## src/rtl/spi_cmd_pkg.sv

```systemverilog
`timescale 1ns/1ps
package spi_cmd_pkg;
   localparam int BYTE_W = 8;
   localparam int CNT_W  = 4;
   localparam logic [3:0] OFS_OPC  = 4'h0;
   localparam logic [3:0] OFS_CNT  = 4'h1;
   localparam logic [3:0] OFS_CTL  = 4'h2;
   localparam logic [3:0] OFS_DATA = 4'hC;
   localparam logic [3:0] OFS_PTR  = 4'hD;
   localparam int CTL_GO_BIT  = 0;
   localparam int CTL_RST_BIT = 4;
   typedef enum logic [1:0] {PH_IDLE, PH_OPC, PH_TX, PH_RX} phase_e;
endpackage

```

## src/rtl/spi_cmd_fifo.sv

```systemverilog
`timescale 1ns/1ps
module spi_cmd_fifo #(
   parameter int DEPTH = 8,
   parameter int PTR_W = $clog2(DEPTH)
) (
   input  logic             clk,
   input  logic             rst_n,
   input  logic             ptr_clr,
   input  logic             ptr_load,
   input  logic [PTR_W-1:0] load_val,
   input  logic             wr_en,
   input  logic [7:0]       wr_data,
   input  logic             adv,
   output logic [7:0]       rd_data,
   output logic [PTR_W-1:0] ptr
);
   generate
      if ((DEPTH < 2) || (DEPTH > 16) || ((DEPTH & (DEPTH - 1)) != 0)) begin : g_bad_depth
         $error("spi_cmd_fifo: DEPTH must be a power of two from 2 to 16");
      end
   endgenerate

   logic [DEPTH-1:0][7:0] slot_q;
   logic [PTR_W-1:0]      ptr_q;

   always_ff @(posedge clk or negedge rst_n) begin
      if (!rst_n) begin
         slot_q <= '0;
      end else if (wr_en) begin
         for (int i = 0; i < DEPTH; i++) begin
            if (ptr_q == PTR_W'(i)) slot_q[i] <= wr_data;
         end
      end
   end

   always_ff @(posedge clk or negedge rst_n) begin
      if (!rst_n)        ptr_q <= '0;
      else if (ptr_clr)  ptr_q <= '0;
      else if (ptr_load) ptr_q <= load_val;
      else if (adv)      ptr_q <= ptr_q + 1'b1;
   end

   assign rd_data = slot_q[ptr_q];
   assign ptr     = ptr_q;
endmodule

```

## src/rtl/spi_cmd_shifter.sv

```systemverilog
`timescale 1ns/1ps
module spi_cmd_shifter #(
   parameter int CLK_DIV = 2
) (
   input  logic       clk,
   input  logic       rst_n,
   input  logic       start,
   input  logic [7:0] tx_byte,
   input  logic       miso,
   output logic       sck,
   output logic       mosi,
   output logic       done,
   output logic [7:0] rx_byte
);
   localparam int DIV_W = (CLK_DIV > 1) ? $clog2(CLK_DIV) : 1;

   generate
      if (CLK_DIV < 1) begin : g_bad_div
         $error("spi_cmd_shifter: CLK_DIV must be at least 1");
      end
   endgenerate

   logic       active_q;
   logic       sck_q;
   logic [2:0] bit_q;
   logic [7:0] tx_sh_q;
   logic [7:0] rx_sh_q;
   logic       tick;

   generate
      if (CLK_DIV == 1) begin : g_nodiv
         assign tick = 1'b1;
      end else begin : g_div
         logic [DIV_W-1:0] div_q;
         always_ff @(posedge clk or negedge rst_n) begin
            if (!rst_n)               div_q <= '0;
            else if (start)           div_q <= '0;
            else if (!active_q)       div_q <= '0;
            else if (div_q == DIV_W'(CLK_DIV - 1)) div_q <= '0;
            else                      div_q <= div_q + 1'b1;
         end
         assign tick = (div_q == DIV_W'(CLK_DIV - 1));
      end
   endgenerate

   assign done = active_q && tick && sck_q && (bit_q == 3'd7);

   always_ff @(posedge clk or negedge rst_n) begin
      if (!rst_n) begin
         active_q <= 1'b0;
         sck_q    <= 1'b0;
         bit_q    <= '0;
         tx_sh_q  <= '0;
         rx_sh_q  <= '0;
      end else if (start) begin
         active_q <= 1'b1;
         sck_q    <= 1'b0;
         bit_q    <= '0;
         tx_sh_q  <= tx_byte;
      end else if (active_q && tick) begin
         if (!sck_q) begin
            sck_q   <= 1'b1;
            rx_sh_q <= {rx_sh_q[6:0], miso};
         end else begin
            sck_q   <= 1'b0;
            tx_sh_q <= {tx_sh_q[6:0], 1'b0};
            bit_q   <= bit_q + 1'b1;
            if (bit_q == 3'd7) active_q <= 1'b0;
         end
      end
   end

   assign sck     = sck_q;
   assign mosi    = tx_sh_q[7];
   assign rx_byte = rx_sh_q;

   AST_MOSI_STABLE_AT_RISE: assert property (@(posedge clk) disable iff (!rst_n)
      $rose(sck_q) |-> $stable(mosi)) else $error("mosi moved on rising sck");
endmodule

```

## src/rtl/spi_cmd_seq.sv

```systemverilog
`timescale 1ns/1ps
module spi_cmd_seq
   import spi_cmd_pkg::*;
#(
   parameter int PTR_W = 3
) (
   input  logic             clk,
   input  logic             rst_n,
   input  logic             go,
   input  logic [7:0]       opc,
   input  logic [CNT_W-1:0] tx_n,
   input  logic [CNT_W-1:0] rx_n,
   input  logic             sh_done,
   input  logic [7:0]       sh_rx,
   input  logic [7:0]       fifo_rd,
   output logic             busy,
   output phase_e           phase,
   output logic             sh_start,
   output logic [7:0]       sh_tx,
   output logic             f_clr,
   output logic             f_load,
   output logic [PTR_W-1:0] f_load_val,
   output logic             f_wr,
   output logic [7:0]       f_wdata,
   output logic             f_adv
);
   phase_e           phase_q;
   logic [CNT_W-1:0] tx_left_q, rx_left_q, tx_total_q;
   logic             more_tx;
   logic [CNT_W-1:0] rx_after;

   assign more_tx  = ((phase_q == PH_OPC) || (phase_q == PH_TX)) && (tx_left_q != '0);
   assign rx_after = (phase_q == PH_RX) ? (rx_left_q - 1'b1) : rx_left_q;

   always_comb begin
      sh_start   = 1'b0;
      sh_tx      = '0;
      f_clr      = 1'b0;
      f_load     = 1'b0;
      f_load_val = PTR_W'(tx_total_q);
      f_wr       = 1'b0;
      f_wdata    = sh_rx;
      f_adv      = 1'b0;
      if (go) begin
         sh_start = 1'b1;
         sh_tx    = opc;
         f_clr    = 1'b1;
      end else if (sh_done) begin
         if (phase_q == PH_RX) begin
            f_wr  = 1'b1;
            f_adv = 1'b1;
         end
         if (more_tx) begin
            sh_start = 1'b1;
            sh_tx    = fifo_rd;
            f_adv    = 1'b1;
         end else if (rx_after != '0) begin
            sh_start = 1'b1;
            if (phase_q != PH_RX) f_load = 1'b1;
         end
      end
   end

   always_ff @(posedge clk or negedge rst_n) begin
      if (!rst_n) begin
         phase_q    <= PH_IDLE;
         tx_left_q  <= '0;
         rx_left_q  <= '0;
         tx_total_q <= '0;
      end else if (go) begin
         phase_q    <= PH_OPC;
         tx_left_q  <= tx_n;
         rx_left_q  <= rx_n;
         tx_total_q <= tx_n;
      end else if (sh_done) begin
         rx_left_q <= rx_after;
         if (more_tx) begin
            tx_left_q <= tx_left_q - 1'b1;
            phase_q   <= PH_TX;
         end else if (rx_after != '0) begin
            phase_q <= PH_RX;
         end else begin
            phase_q <= PH_IDLE;
         end
      end
   end

   assign busy  = (phase_q != PH_IDLE);
   assign phase = phase_q;
endmodule

```

## src/rtl/spi_cmd_engine.sv

```systemverilog
`timescale 1ns/1ps
module spi_cmd_engine
   import spi_cmd_pkg::*;
#(
   parameter int FIFO_DEPTH = 8,
   parameter int CLK_DIV    = 2
) (
   input  logic       clk,
   input  logic       rst_n,
   input  logic [3:0] reg_addr,
   input  logic       reg_wr,
   input  logic       reg_rd,
   input  logic [7:0] reg_wdata,
   output logic [7:0] reg_rdata,
   output logic       spi_cs_n,
   output logic       spi_sck,
   output logic       spi_mosi,
   input  logic       spi_miso
);
   localparam int PTR_W = $clog2(FIFO_DEPTH);

   logic [7:0]       opc_q, cnt_q;
   logic             busy, wr_ok, go, bus_clr, bus_fwr, bus_adv;
   phase_e           phase;
   logic             sh_start, sh_done;
   logic [7:0]       sh_tx, sh_rx, fifo_rd;
   logic             s_clr, s_load, s_wr, s_adv;
   logic [PTR_W-1:0] s_load_val, ptr;
   logic [7:0]       s_wdata;

   assign wr_ok   = reg_wr && !busy;
   assign go      = wr_ok && (reg_addr == OFS_CTL) && reg_wdata[CTL_GO_BIT];
   assign bus_clr = wr_ok && (reg_addr == OFS_CTL) && reg_wdata[CTL_RST_BIT];
   assign bus_fwr = wr_ok && (reg_addr == OFS_DATA);
   assign bus_adv = bus_fwr || (reg_rd && !busy && (reg_addr == OFS_DATA));

   always_ff @(posedge clk or negedge rst_n) begin
      if (!rst_n) begin
         opc_q <= '0;
         cnt_q <= '0;
      end else if (wr_ok) begin
         if (reg_addr == OFS_OPC) opc_q <= reg_wdata;
         if (reg_addr == OFS_CNT) cnt_q <= reg_wdata;
      end
   end

   spi_cmd_seq #(.PTR_W(PTR_W)) seq_i (
      .clk(clk), .rst_n(rst_n), .go(go), .opc(opc_q),
      .tx_n(cnt_q[CNT_W-1:0]), .rx_n(cnt_q[2*CNT_W-1:CNT_W]),
      .sh_done(sh_done), .sh_rx(sh_rx), .fifo_rd(fifo_rd),
      .busy(busy), .phase(phase), .sh_start(sh_start), .sh_tx(sh_tx),
      .f_clr(s_clr), .f_load(s_load), .f_load_val(s_load_val),
      .f_wr(s_wr), .f_wdata(s_wdata), .f_adv(s_adv)
   );

   spi_cmd_fifo #(.DEPTH(FIFO_DEPTH), .PTR_W(PTR_W)) fifo_i (
      .clk(clk), .rst_n(rst_n),
      .ptr_clr(s_clr || bus_clr), .ptr_load(s_load), .load_val(s_load_val),
      .wr_en(s_wr || bus_fwr), .wr_data(busy ? s_wdata : reg_wdata),
      .adv(s_adv || bus_adv), .rd_data(fifo_rd), .ptr(ptr)
   );

   spi_cmd_shifter #(.CLK_DIV(CLK_DIV)) shf_i (
      .clk(clk), .rst_n(rst_n), .start(sh_start), .tx_byte(sh_tx),
      .miso(spi_miso), .sck(spi_sck), .mosi(spi_mosi),
      .done(sh_done), .rx_byte(sh_rx)
   );

   assign spi_cs_n = !busy;

   always_comb begin
      case (reg_addr)
         OFS_OPC:  reg_rdata = opc_q;
         OFS_CNT:  reg_rdata = cnt_q;
         OFS_CTL:  reg_rdata = {7'b0, busy};
         OFS_DATA: reg_rdata = fifo_rd;
         OFS_PTR:  reg_rdata = {{(8-PTR_W){1'b0}}, ptr};
         default:  reg_rdata = '0;
      endcase
   end

   AST_SCK_IDLE_LOW: assert property (@(posedge clk) disable iff (!rst_n)
      !busy |-> !spi_sck) else $error("sck high while idle");
   AST_RX_MOSI_LOW: assert property (@(posedge clk) disable iff (!rst_n)
      (phase == PH_RX) |-> !spi_mosi) else $error("mosi high in reply phase");
   AST_BUSY_AFTER_GO: assert property (@(posedge clk) disable iff (!rst_n)
      go |=> (busy && !spi_cs_n)) else $error("start not taken");
   AST_OPC_FROZEN: assert property (@(posedge clk) disable iff (!rst_n)
      (busy && reg_wr && (reg_addr == OFS_OPC)) |=> $stable(opc_q)) else $error("opcode changed while busy");
endmodule

```

## config.mk

```make
export PLATFORM = sky130hd
export DESIGN_NAME = spi_cmd_engine
export DESIGN_NICKNAME = d
export VERILOG_FILES = /design/src/rtl/spi_cmd_pkg.sv /design/src/rtl/spi_cmd_fifo.sv /design/src/rtl/spi_cmd_shifter.sv /design/src/rtl/spi_cmd_seq.sv /design/src/rtl/spi_cmd_engine.sv
export SDC_FILE = /design/constraint.sdc
export NUM_CORES = 1
export LEC_CHECK = 0
export ABC_AREA = 0
export BUFFER_PORTS_ARGS = -buffer_cell sky130_fd_sc_hd__buf_2
export CORE_UTILIZATION = 50
export CTS_CLUSTER_SIZE = 25
export DETAILED_ROUTE_END_ITERATION = 10
export PLACE_DENSITY = 0.63
export SLEW_MARGIN = 5
export SYNTH_ARGS = -nofsm -noshare
export SYNTH_HDL_FRONTEND = slang
export SYNTH_SLANG_ARGS = --single-unit
```

## constraint.sdc

```tcl
create_clock -name clk -period 2.99 [get_ports clk]
set_clock_uncertainty 0.1 [all_clocks]
set_input_delay 0.299 -clock clk [delete_from_list [all_inputs] [get_ports clk]]
set_output_delay 0.299 -clock clk [all_outputs]
set_load 0.01 [all_outputs]
```

==> results.txt <==
CTS root buffer: clkbuf_16
Die Span Y: 111.3 um
I/O Buffers: 27
min cycle time layout: 2.838 ns
cells after synthesis: 476
total grt overflow: 0
Clock Sinks: 118
Syn Std Cell Area: 5972 sq um
CTS tree: built
CTS Buffer Depth: 2
DP Wirelength: 9.993 mm
cell mode on critical path: o21ai_0
final hold violations: 0
Die Wd: 111.3 um
Cells after DPL: 641
Post-route DRC: 0
final wirelength: 14.00 mm
worst path required time: 2.59 ns
Post-Synth XOR/XNOR Area: 1.320%
setup_tns: 0 ns
Synth async-reset ratio: 100.0%
largest net degree at the start of global routing: 50
Max VDD drop: 0.5231 mV
kind of critical path: register to output port
Synth Area in Adders: 2.514%
Multi-input gate area: 2872 sq um
initial antenna violation count: 0
total core area: 11520 sq um
GRT Total Usage: 24.83%
die area: 12390 sq um
Final Cycle Share: 94.92%
RSZ-0062 raised after global routing: false
IO Pins: 28
clock slew at reported path FFs: 0.06 ns
CP arrival: 2.44 ns
Slew Limit Headroom: 51.11%
TritonCTS Buffers: 17
Vias: 3980
Area Growth Syn to Fin: 16.28%
violation count after the first detailed-routing iteration: 270
worst skew pair latency: 0.42 ns
distinct cell type count after synthesis: 56
Post-synth EDFFs: 0
fmax: 0.3523 GHz
Post CTS Setup Buffer Count: 0
H-tree Lvls: 4
Synth warnings: 0
GP Congestion: 0.9118
Initial Utilization: 51.86%
ys flop type: dfrtp_1
Least-Margin Pin Slew: 0.7294 ns
sequential share of the synthesized area: 49.44%
combinational family with the most area after synthesis: multiplexers
Setup crit start kind: register
first-pass GRT wire length: 22.91 mm
Max FO, Critical Path: 12
vias in the first global route: 4117
Slew Viols, Final: 0
TritonRoute pass-1 iters: 5
final setup violating endpoints: 0
nets@finish: 548
Fill cells: 902
run status: finished, final reports clean
Setup crit end kind: output port
Final Instance Count excl. Fillers: 675
DR WL/cell: 20.74 um
syn avg cell area: 12.55 sq um
mux share of post-synthesis cell area: 25.87%
Largest stage delay, worst path: 0.51 ns
max cap viols: 0
Area contributors post-synth: dfrtp_1, mux2_2, mux2_4
post-synth top area cell: dfrtp_1
share of layout cells above drive strength 1: 35.71%
flops & latches, synth: 118
syn_nets: 505
remaining antenna violation count after routing: 0
post-synth top area share: 49.44%
worst hold path type: input pin to register
ANT cells: 0
post-synthesis compound-gate area fraction: 8.841%
# rows: 39
CP max-delay cell: mux4_2
FF/Latch Area: 2953 sq um
simple-gate area share of the yosys netlist: 9.533%
Vias/cell: 5.896
CP cell instances: buf_4, mux4_2, o21ai_0, o21ai_0, buf_2
Cell Pwr Density: 555.4 nW/um^2
worst hold slack: 0.02410 ns
leakage: 0.003236 uW
sequential cells by signal, summed over array words and instances (netlist names):
| name | flops |
|---|---|
| fifo_i.slot_q | 64 |
| cnt_q | 8 |
| opc_q | 8 |
| shf_i.rx_byte | 8 |
| shf_i.tx_sh_q | 8 |
| seq_i.rx_left_q | 4 |
| seq_i.tx_left_q | 4 |
| fifo_i.ptr | 3 |
| seq_i.tx_total_q | 3 |
| shf_i.bit_q | 3 |
| seq_i.phase | 2 |
| shf_i.active_q | 1 |
| shf_i.g_div.div_q | 1 |
| shf_i.sck | 1 |
report_power, final:
part	internal [uW]	switching [uW]	leakage [uW]
Clock	1330	800	0.000298
Combinational	37.6	72.2	0.00140
Sequential	1610	7.56	0.00154
Total	2980	880	0.00324
cell usage after synthesis (6+ instances only):
library cell and n:
a21oi_1 11, inv_1 11, nand3_1 12, a22oi_1 14, mux4_2 10, mux2_2 71
mux2i_1 16, ha_1 12, mux2_4 24, nand2_1 43, nor2_1 20, and3_1 6
dfrtp_1 118, buf_2 7, o21ai_0 20, clkbuf_1 10
final cells by class:
cell class / instances / area share (%)
clock inverter: 15 / 2.757
tap: 143 / 2.577
inverter: 11 / 0.5946
multi-input combinational: 327 / 41.35
clock buffer: 17 / 6.126
sequential: 118 / 42.52
timing repair buffer: 44 / 4.072
worst max-delay path: cells and delay by family (launching register included):
| kind | cells | cell delay (ns) |
|---|---|---|
| AOI/OAI and AO/OA | 2 | 0.58 |
| muxes | 1 | 0.51 |
| DFF | 1 | 0.48 |
| buffers and inverters | 2 | 0.45 |
cell usage in the layout, fill, tap and decap left out, types with 3 or more instances in the layout:
master / n
and3_1: 6
buf_4: 15
o211a_1: 5
o221ai_1: 3
o21ai_1: 6
or3_1: 4
inv_6: 6
buf_2: 26
nor2_1: 20
inv_1: 11
a22oi_1: 14
nand3_2: 3
dfrtp_1: 118
xnor2_1: 4
o21ai_0: 19
xor2_1: 5
mux4_2: 10
bufinv_16: 3
ha_1: 12
nand2_1: 43
clkbuf_16: 17
a21oi_1: 11
mux2i_1: 16
nand3_1: 12
nor3b_1: 3
mux2_2: 71
mux2_4: 24
through the flow:
step / worst slack, ns / util, % / total power, uW / area [sq um]
floorplan: 0.7602 / - / 1683 / 5972
global placement: 0.5456 / 54.77 / 1752 / 6307
detailed placement: 0.5144 / 54.77 / 1755 / 6307
CTS: 0.03954 / 60.30 / 3902 / 6944
global route: 0.03029 / 60.30 / 3983 / 6944
finish: 0.1519 / 60.30 / 3857 / 6944
what timing repair did:
action                                 CTS  global route
setup endpoints to repair                0             1
endpoints found under the hold margin   41             0
hold buffers                             2             0
resized for setup                        0             1
logic make-up (layout without fill, tap and decap cells):
logic type,count (synthesis),after routing
xor+xnor,9,9
compound gates,74,74
fa+ha+maj,12,12
mux,121,121
buf+inv,31,87
simple gates,111,111
flops,118,118
worst paths after layout:
kind / start / end / slack, ns / cells past startpoint
setup / recovery: fifo_i.ptr[0] / reg_rdata[4] / 0.15 / 5
hold / removal: reg_wdata[5] / opc_q[5] / 0.02 / 3
setup reg to reg: seq_i.tx_left_q[0] / fifo_i.ptr[0] / 0.52 / 7
hold reg to reg: seq_i.tx_total_q[0] / seq_i.tx_total_q[0] / 0.39 / 2
max in group asynchronous: rst_n / fifo_i.slot_q[0] / 1.69 / 3
min in group asynchronous: rst_n / shf_i.tx_sh_q[7] / 0.31 / 2
routing by layer:
layer  up-vias  share of wire, %  GRT usage (%)
met3        22               3.8          5.905
li1       1833                 -              -
met1      2041                47          34.59
met4         0               2.4          9.820
met5         -                 0              0
met2        84                46          37.50
Power figures use the tool's default switching activity.
